**config.mk**
```make
export PLATFORM = sky130hd
export DESIGN_NAME = bfly_mac_rs
export DESIGN_NICKNAME = d
export VERILOG_FILES = /design/src/rtl/bfly_pkg.sv /design/src/rtl/bfly_prod.sv /design/src/rtl/bfly_rndshift.sv /design/src/rtl/bfly_lane.sv /design/src/rtl/bfly_mac_rs.sv
export SDC_FILE = /design/constraint.sdc
export NUM_CORES = 2
export LEC_CHECK = 0
export BUFFER_PORTS_ARGS = -buffer_cell sky130_fd_sc_hd__buf_2
export CORE_MARGIN = 2
export CORE_UTILIZATION = 45
export DETAILED_ROUTE_END_ITERATION = 6
export GPL_TIMING_DRIVEN = 0
export PLACE_DENSITY_LB_ADDON = 0.25
export SYNTH_ARGS = -nofsm -noshare
export SYNTH_HDL_FRONTEND = slang
export SYNTH_SLANG_ARGS = --single-unit
```
**constraint.sdc**
```tcl
create_clock -name clk -period 26.9 [get_ports clk]
set_input_delay 1.345 -clock clk [delete_from_list [all_inputs] [get_ports clk]]
set_output_delay 1.345 -clock clk [all_outputs]
set_load 0.01 [all_outputs]
```
**src/rtl/bfly_pkg.sv**
```systemverilog
package bfly_pkg;

    // Which way the shared product enters a lane.
    typedef enum logic {
        LANE_ADD = 1'b0,
        LANE_SUB = 1'b1
    } lane_op_e;

    // Internal width: double the data width plus one guard bit for the
    // rounding carry.
    function automatic int unsigned ext_width(input int unsigned xlen);
        return 2 * xlen + 1;
    endfunction

endpackage

```
**src/rtl/bfly_prod.sv**
```systemverilog
module bfly_prod #(
    parameter int unsigned XLEN = 32,
    localparam int unsigned PW = 2 * XLEN
) (
    input  logic [XLEN-1:0] op_b,
    input  logic [XLEN-1:0] op_d,
    output logic [PW-1:0]   prod
);
    logic signed [PW-1:0] ext_b;
    logic signed [PW-1:0] ext_d;

    always_comb begin
        ext_b = {{XLEN{op_b[XLEN-1]}}, op_b};
        ext_d = {{XLEN{op_d[XLEN-1]}}, op_d};
        prod  = ext_b * ext_d;
    end
endmodule

```
**src/rtl/bfly_rndshift.sv**
```systemverilog
module bfly_rndshift #(
    parameter int unsigned XLEN = 32,
    localparam int unsigned EW  = bfly_pkg::ext_width(XLEN),
    localparam int unsigned SHW = $clog2(XLEN) + 1
) (
    input  logic [EW-1:0]   sum_in,
    input  logic [SHW-1:0]  shamt,
    output logic [XLEN-1:0] res
);
    logic [EW-1:0]        rnd;
    logic signed [EW-1:0] rounded;

    always_comb begin
        if (shamt == '0) begin
            rnd = '0;
        end else begin
            rnd = EW'(1) << (shamt - 1'b1);
        end
        rounded = $signed(sum_in + rnd);
        // The arithmetic shift replicates the sign into every window bit
        // whose source lies above the extended sum.
        res = XLEN'(rounded >>> shamt);
    end
endmodule

```
**src/rtl/bfly_lane.sv**
```systemverilog
module bfly_lane #(
    parameter int unsigned XLEN = 32,
    parameter bfly_pkg::lane_op_e OP = bfly_pkg::LANE_ADD,
    localparam int unsigned EW  = bfly_pkg::ext_width(XLEN),
    localparam int unsigned PW  = 2 * XLEN,
    localparam int unsigned SHW = $clog2(XLEN) + 1
) (
    input  logic [XLEN-1:0] acc,
    input  logic [PW-1:0]   prod,
    input  logic [SHW-1:0]  shamt,
    output logic [XLEN-1:0] res
);
    logic [EW-1:0] acc_x;
    logic [EW-1:0] prod_x;
    logic [EW-1:0] sum;

    always_comb begin
        acc_x  = {{(EW - XLEN){acc[XLEN-1]}}, acc};
        prod_x = {prod[PW-1], prod};
    end

    generate
        if (OP == bfly_pkg::LANE_SUB) begin : g_sub
            always_comb sum = acc_x - prod_x;
        end else begin : g_add
            always_comb sum = acc_x + prod_x;
        end
    endgenerate

    bfly_rndshift #(.XLEN(XLEN)) u_rs (
        .sum_in (sum),
        .shamt  (shamt),
        .res    (res)
    );
endmodule

```
**src/rtl/bfly_mac_rs.sv**
```systemverilog
module bfly_mac_rs #(
    parameter int unsigned XLEN = 32,
    localparam int unsigned PW  = 2 * XLEN,
    localparam int unsigned SHW = $clog2(XLEN) + 1
) (
    input  logic            clk,
    input  logic            rst,
    input  logic            in_valid,
    input  logic [XLEN-1:0] acc_p,
    input  logic [XLEN-1:0] acc_m,
    input  logic [XLEN-1:0] mul_b,
    input  logic [XLEN-1:0] coef_d,
    input  logic [SHW-1:0]  shamt,
    output logic            out_valid,
    output logic [XLEN-1:0] res_p,
    output logic [XLEN-1:0] res_m
);
    typedef struct packed {
        logic            vld;
        logic [XLEN-1:0] plus;
        logic [XLEN-1:0] minus;
    } out_reg_t;

    logic [PW-1:0]   prod;
    logic [XLEN-1:0] lane_acc [2];
    logic [XLEN-1:0] lane_res [2];
    out_reg_t        q;

    bfly_prod #(.XLEN(XLEN)) u_prod (
        .op_b (mul_b),
        .op_d (coef_d),
        .prod (prod)
    );

    assign lane_acc[0] = acc_p;
    assign lane_acc[1] = acc_m;

    generate
        for (genvar g = 0; g < 2; g++) begin : g_lane
            if (g == 0) begin : g_plus
                bfly_lane #(.XLEN(XLEN), .OP(bfly_pkg::LANE_ADD)) u_lane (
                    .acc   (lane_acc[g]),
                    .prod  (prod),
                    .shamt (shamt),
                    .res   (lane_res[g])
                );
            end else begin : g_minus
                bfly_lane #(.XLEN(XLEN), .OP(bfly_pkg::LANE_SUB)) u_lane (
                    .acc   (lane_acc[g]),
                    .prod  (prod),
                    .shamt (shamt),
                    .res   (lane_res[g])
                );
            end
        end
    endgenerate

    always_ff @(posedge clk) begin
        if (rst) begin
            q <= '0;
        end else begin
            q.vld <= in_valid;
            if (in_valid) begin
                q.plus  <= lane_res[0];
                q.minus <= lane_res[1];
            end
        end
    end

    assign out_valid = q.vld;
    assign res_p     = q.plus;
    assign res_m     = q.minus;
endmodule

```
# Word-level counts from Yosys, hierarchy flattened

Cells that the tools add are included.

Shift operators: 3
Add/subtract/negate cells: 5
Multiplexer cells: 1
Multipliers: 1
Reduce and logical (&&, ||, !) cells: 1

Operator list:

| operator             | number |
|---|---|
| $add 65x65->65       | 2 |
| $sshr 65x6->32       | 2 |
| $add 32x64->65       | 1 |
| $mux 65              | 1 |
| $shl 1x6->65 const A | 1 |
| $sub 32x64->65       | 1 |
| $mul 32x32->64       | 1 |
| $logic_not 6->1      | 1 |
| $sub 6x1->6 const B  | 1 |

Input port bits: 137
Flip-flop bits (word level): 65

# Longest topological paths before layout

Word-level depth: 5
Gate-level depth with buffers: 48
Depth with buffers taken out: 44

# Hierarchy

A second synthesis with hierarchy kept.

Cell total of the unflattened synthesis: 8,401
Area total of the unflattened synthesis: 66,563.8 um2

By module, submodules not included:

| module                                | area each (um2) | instances | cells each |
|---|---|---|---|
| bfly_prod                             | 36,246.0        | 1         | 3,878 |
| bfly_rndshift                         | 10,050.9        | 2         | 1,564 |
| bfly_lane at g_lane[1].g_minus.u_lane | 4,122.7         | 1         | 621 |
| bfly_lane at g_lane[0].g_plus.u_lane  | 3,782.4         | 1         | 566 |
| bfly_mac_rs                           | 2,311.0         | 1         | 208 |

# Least setup slack after synthesis

No wires, ideal clock.

Kind: input -> register
From: input port mul_b[31]
To: register q, in the netlist res_m[24]
Path buffers: 3
Arrival time: 11.691 ns
Setup time: 0.117 ns
Stages: 43
Slack: 15.091 ns
Cell sequence: clkbuf_1 nand2_1 inv_1 fa_1 inv_1 fa_1 inv_1 fa_1 inv_1 fa_1 fa_1 fa_1 fa_1 fa_1 inv_1 ha_1 a21o_1 a21oi_1 [... 7 more ...] a31o_2 o21bai_1 xnor2_1 fa_1 ha_1 clkbuf_1 nand2_1 nor4_1 or3_1 o22ai_1 a221oi_1 a21oi_1 or2_1 buf_4 a211oi_1 o221a_2 a32oi_1 a32o_1

Longest elaborated chain between the ends: 4

Ends and longest elaborated chain:

| element            | line                | RTL |
|---|---|---|
| start: declaration | bfly_mac_rs.sv:11   | `input logic [XLEN-1:0] mul_b,` |
| $mul 32x32->64     | bfly_prod.sv:15     | `prod = ext_b * ext_d;` |
| $sub 32x64->65     | bfly_lane.sv:24     | `always_comb sum = acc_x - prod_x;` |
| $add 65x65->65     | bfly_rndshift.sv:19 | `rounded = $signed(sum_in + rnd);` |
| $sshr 65x6->32     | bfly_rndshift.sv:22 | `res = XLEN'(rounded >>> shamt);` |
| end: declaration   | bfly_mac_rs.sv:27   | `out_reg_t q;` |

No other way between the ends.
A chain may end at the register's enable or synchronous reset.

# Worst setup path after layout

From: input port mul_b[14]
To: register q, in the netlist res_m[25]

Same word-level chain as after synthesis.

==> out/qor.yml <==
sta:
  rsz0062_at_grt: "false"
  period_minus_slack_ns: 17.58
  fin_setup_tns_ns: 0
  hold_violations: 0
  fin_crit_sh_pct: 65.4
  skew_ns: 0
  worstMarginPinSlew_ns: 1.84
  fmax_mhz: 56.9
  slew-limit-headroom_pct: -22.6
  finalSetupViolCount: 0
  whs_ns: 0.483
  slew_violations: 70
placement:
  dp_hpwl_mm: 294
  io_buffers: 200
  gp_congestion: 1.18
cts:
  hold_buffers: 0
  cts_made_buffers: 9
  cts.sinks: 65
  htree_levels: 3
  clockBufferDepth: 2
  clkTransAtPathRegs_ns: 0.06
  cts_resized: 0
  cts_tree: "built"
  cts_root_buf: "clkbuf_16"
  clk_latency_ns: 0.37
  cts_setup_buffers: 0
drt:
  dr.pass1.iters: 7
  drt_iter0_drc: 9598
  viasPerCell: 6.69
  routed_wl_mm: 343
  drc: 35
  vias: 63341
  ant_nets: 0
  wl_per_cell_um: 36.3
worst_setup_path:
  crit_path_max_incr_delay_ns: 1.29
  slowest_stage: "a211oi_1"
  cpLargestDelayFamily: "compound AO/OA/AOI/OAI gates"
  crit_top_cell: "fa_1"
  worst-path-max-fanout: 10
  worstSetupStartpointType: "input pin"
  cp.depth: 44
  crit_arrival_ns: 17.87
  end_kind: "flop"
  worstPathRequired_ns: 27.19
  crit_type: "input pin to flop"
  cp_num_buf_inv: 9
  ff2ff_path_depth: 3
floorplan:
  die_area_sq_um: 139000
  die_width_um: 373
  rows: 135
  fp.coreArea_sq_um: 135000
  start_util_pct: 45.2
  boundaryPins: 202
  fp.dieH_um: 373
synth:
  synth_cell_types: 108
  yosys_warnings: 0
  ys_ff_latch: 65
  synth-edff-count: 0
  synthTopCellsByArea: "fa_1 (40%), ha_1 (6.4%), inv_1 (6.4%)"
  synthCells: 7385
  yosysTopAreaCellShare_pct: 39.7
  ys_seq_area_share_pct: 2.13
  yosysTopAreaCell: "fa_1"
  syn_area_sq_um: 61100
  post_synth.cell_area_avg_sq_um: 8.27
  synthFlopType: "dfxtp_1"
  synthArstFlopShare_pct: 0
layout:
  fin_nets: 9276
  final_common_cell: "fa_1"
  layout_common_cells: "fa_1 (1,212), inv_1 (1,032), nand2_1 (1,015)"
  area_delta_synth_final_pct: 6.56
  drive_gt1_share_pct: 6.29
grt:
  grt_max_degree: 24
  antenna_found_initial: 50
  first_global_vias: 62045
  overflow: 0
  grt_use_total_pct: 49.2
  grt_pass1_wl_mm: 474
outcome:
  status: "complete, but fails checks"
  violations: "design-rule violations, max-capacitance violations, max-slew violations"
run:
  maxCapViolCount: 15
min_path:
  hp-class: "flop to flop"
  min_path_cells: 2
metrics by stage:
stage,instance area [sq um],util [%],worst slack [ns],cells
after floorplan,61100,-,15.09,7386
after global placement,64300,47.6,9.78,9367
after detailed placement,64600,47.8,10.01,9382
after CTS,64900,48.1,10.35,9398
after global routing,65000,48.1,9.24,9407
final,65100,48.2,9.32,9461
sequential cells by signal (all words and copies together), names as in the netlist:
name and flops:
out_valid 1, res_m 32, res_p 32
final cells by class:
cell class	instances	area (sq um)
fill	13541	70000
multi-input combinational	5829	54200
inverter	1036	3890
tap	1781	2230
buffer	456	1820
sequential	65	1300
timing repair buffer	218	1220
clock buffer	9	225
antenna	60	150
clock inverter	7	124
cell families (layout without fill, tap and decap cells):
family	Yosys count	count (layout)	synth area share (%)
simple gates	2440	2440	19.0
fa+ha+maj	1524	1524	46.1
buf+inv	1492	1726	9.35
compound gates	1480	1480	16.6
mux	198	198	4.14
xor+xnor	184	184	2.66
flops	65	65	2.13
other cells	2	63	0.0123
per-layer routing:
metal	track usage [%]	wire length, um	vias up
met1	68.0	139000	32121
met4	20.6	18400	50
met3	24.9	57000	967
met2	63.7	128000	5250
li1	-	-	24953
met5	0.979	690	-
cells in the mapped netlist (37+ instances only):
| cell type | number |
|---|---|
| fa_1 | 1212 |
| inv_1 | 1034 |
| nand2_1 | 1015 |
| and2_1 | 472 |
| nor2_1 | 394 |
| a21oi_1 | 372 |
| clkbuf_1 | 362 |
| ha_1 | 312 |
| o21ai_0 | 255 |
| mux2i_1 | 114 |
| a21o_1 | 113 |
| nor3_1 | 107 |
| xnor2_1 | 106 |
| nand3_1 | 104 |
| nand4_1 | 93 |
| a211oi_1 | 86 |
| xor2_1 | 76 |
| nand2b_1 | 70 |
| dfxtp_1 | 65 |
| o211ai_1 | 59 |
| o21a_1 | 47 |
| buf_2 | 44 |
| a31oi_1 | 43 |
| mux2_2 | 43 |
| mux4_2 | 39 |
| buf_1 | 37 |
| or3_1 | 37 |
worst register-to-register path, delay by kind of cell, from the launching register on:
family / cells / cell delay (ns)
AOI/OAI and AO/OA: 2 / 1.02
DFF: 1 / 0.39
and+or+nand+nor: 1 / 0.30
final timing paths:
kind | slack (ns) | start | end
setup / recovery | 9.32 | mul_b[14] | res_m[25]
hold / removal | 0.48 | res_m[6] | res_m[6]
setup reg to reg | 25.03 | res_m[17] | res_m[17]
hold reg to reg | 0.48 | res_m[6] | res_m[6]
Power is not shown: default switching activity piles up to over one toggle a cycle in this logic, so the estimate is an artifact.
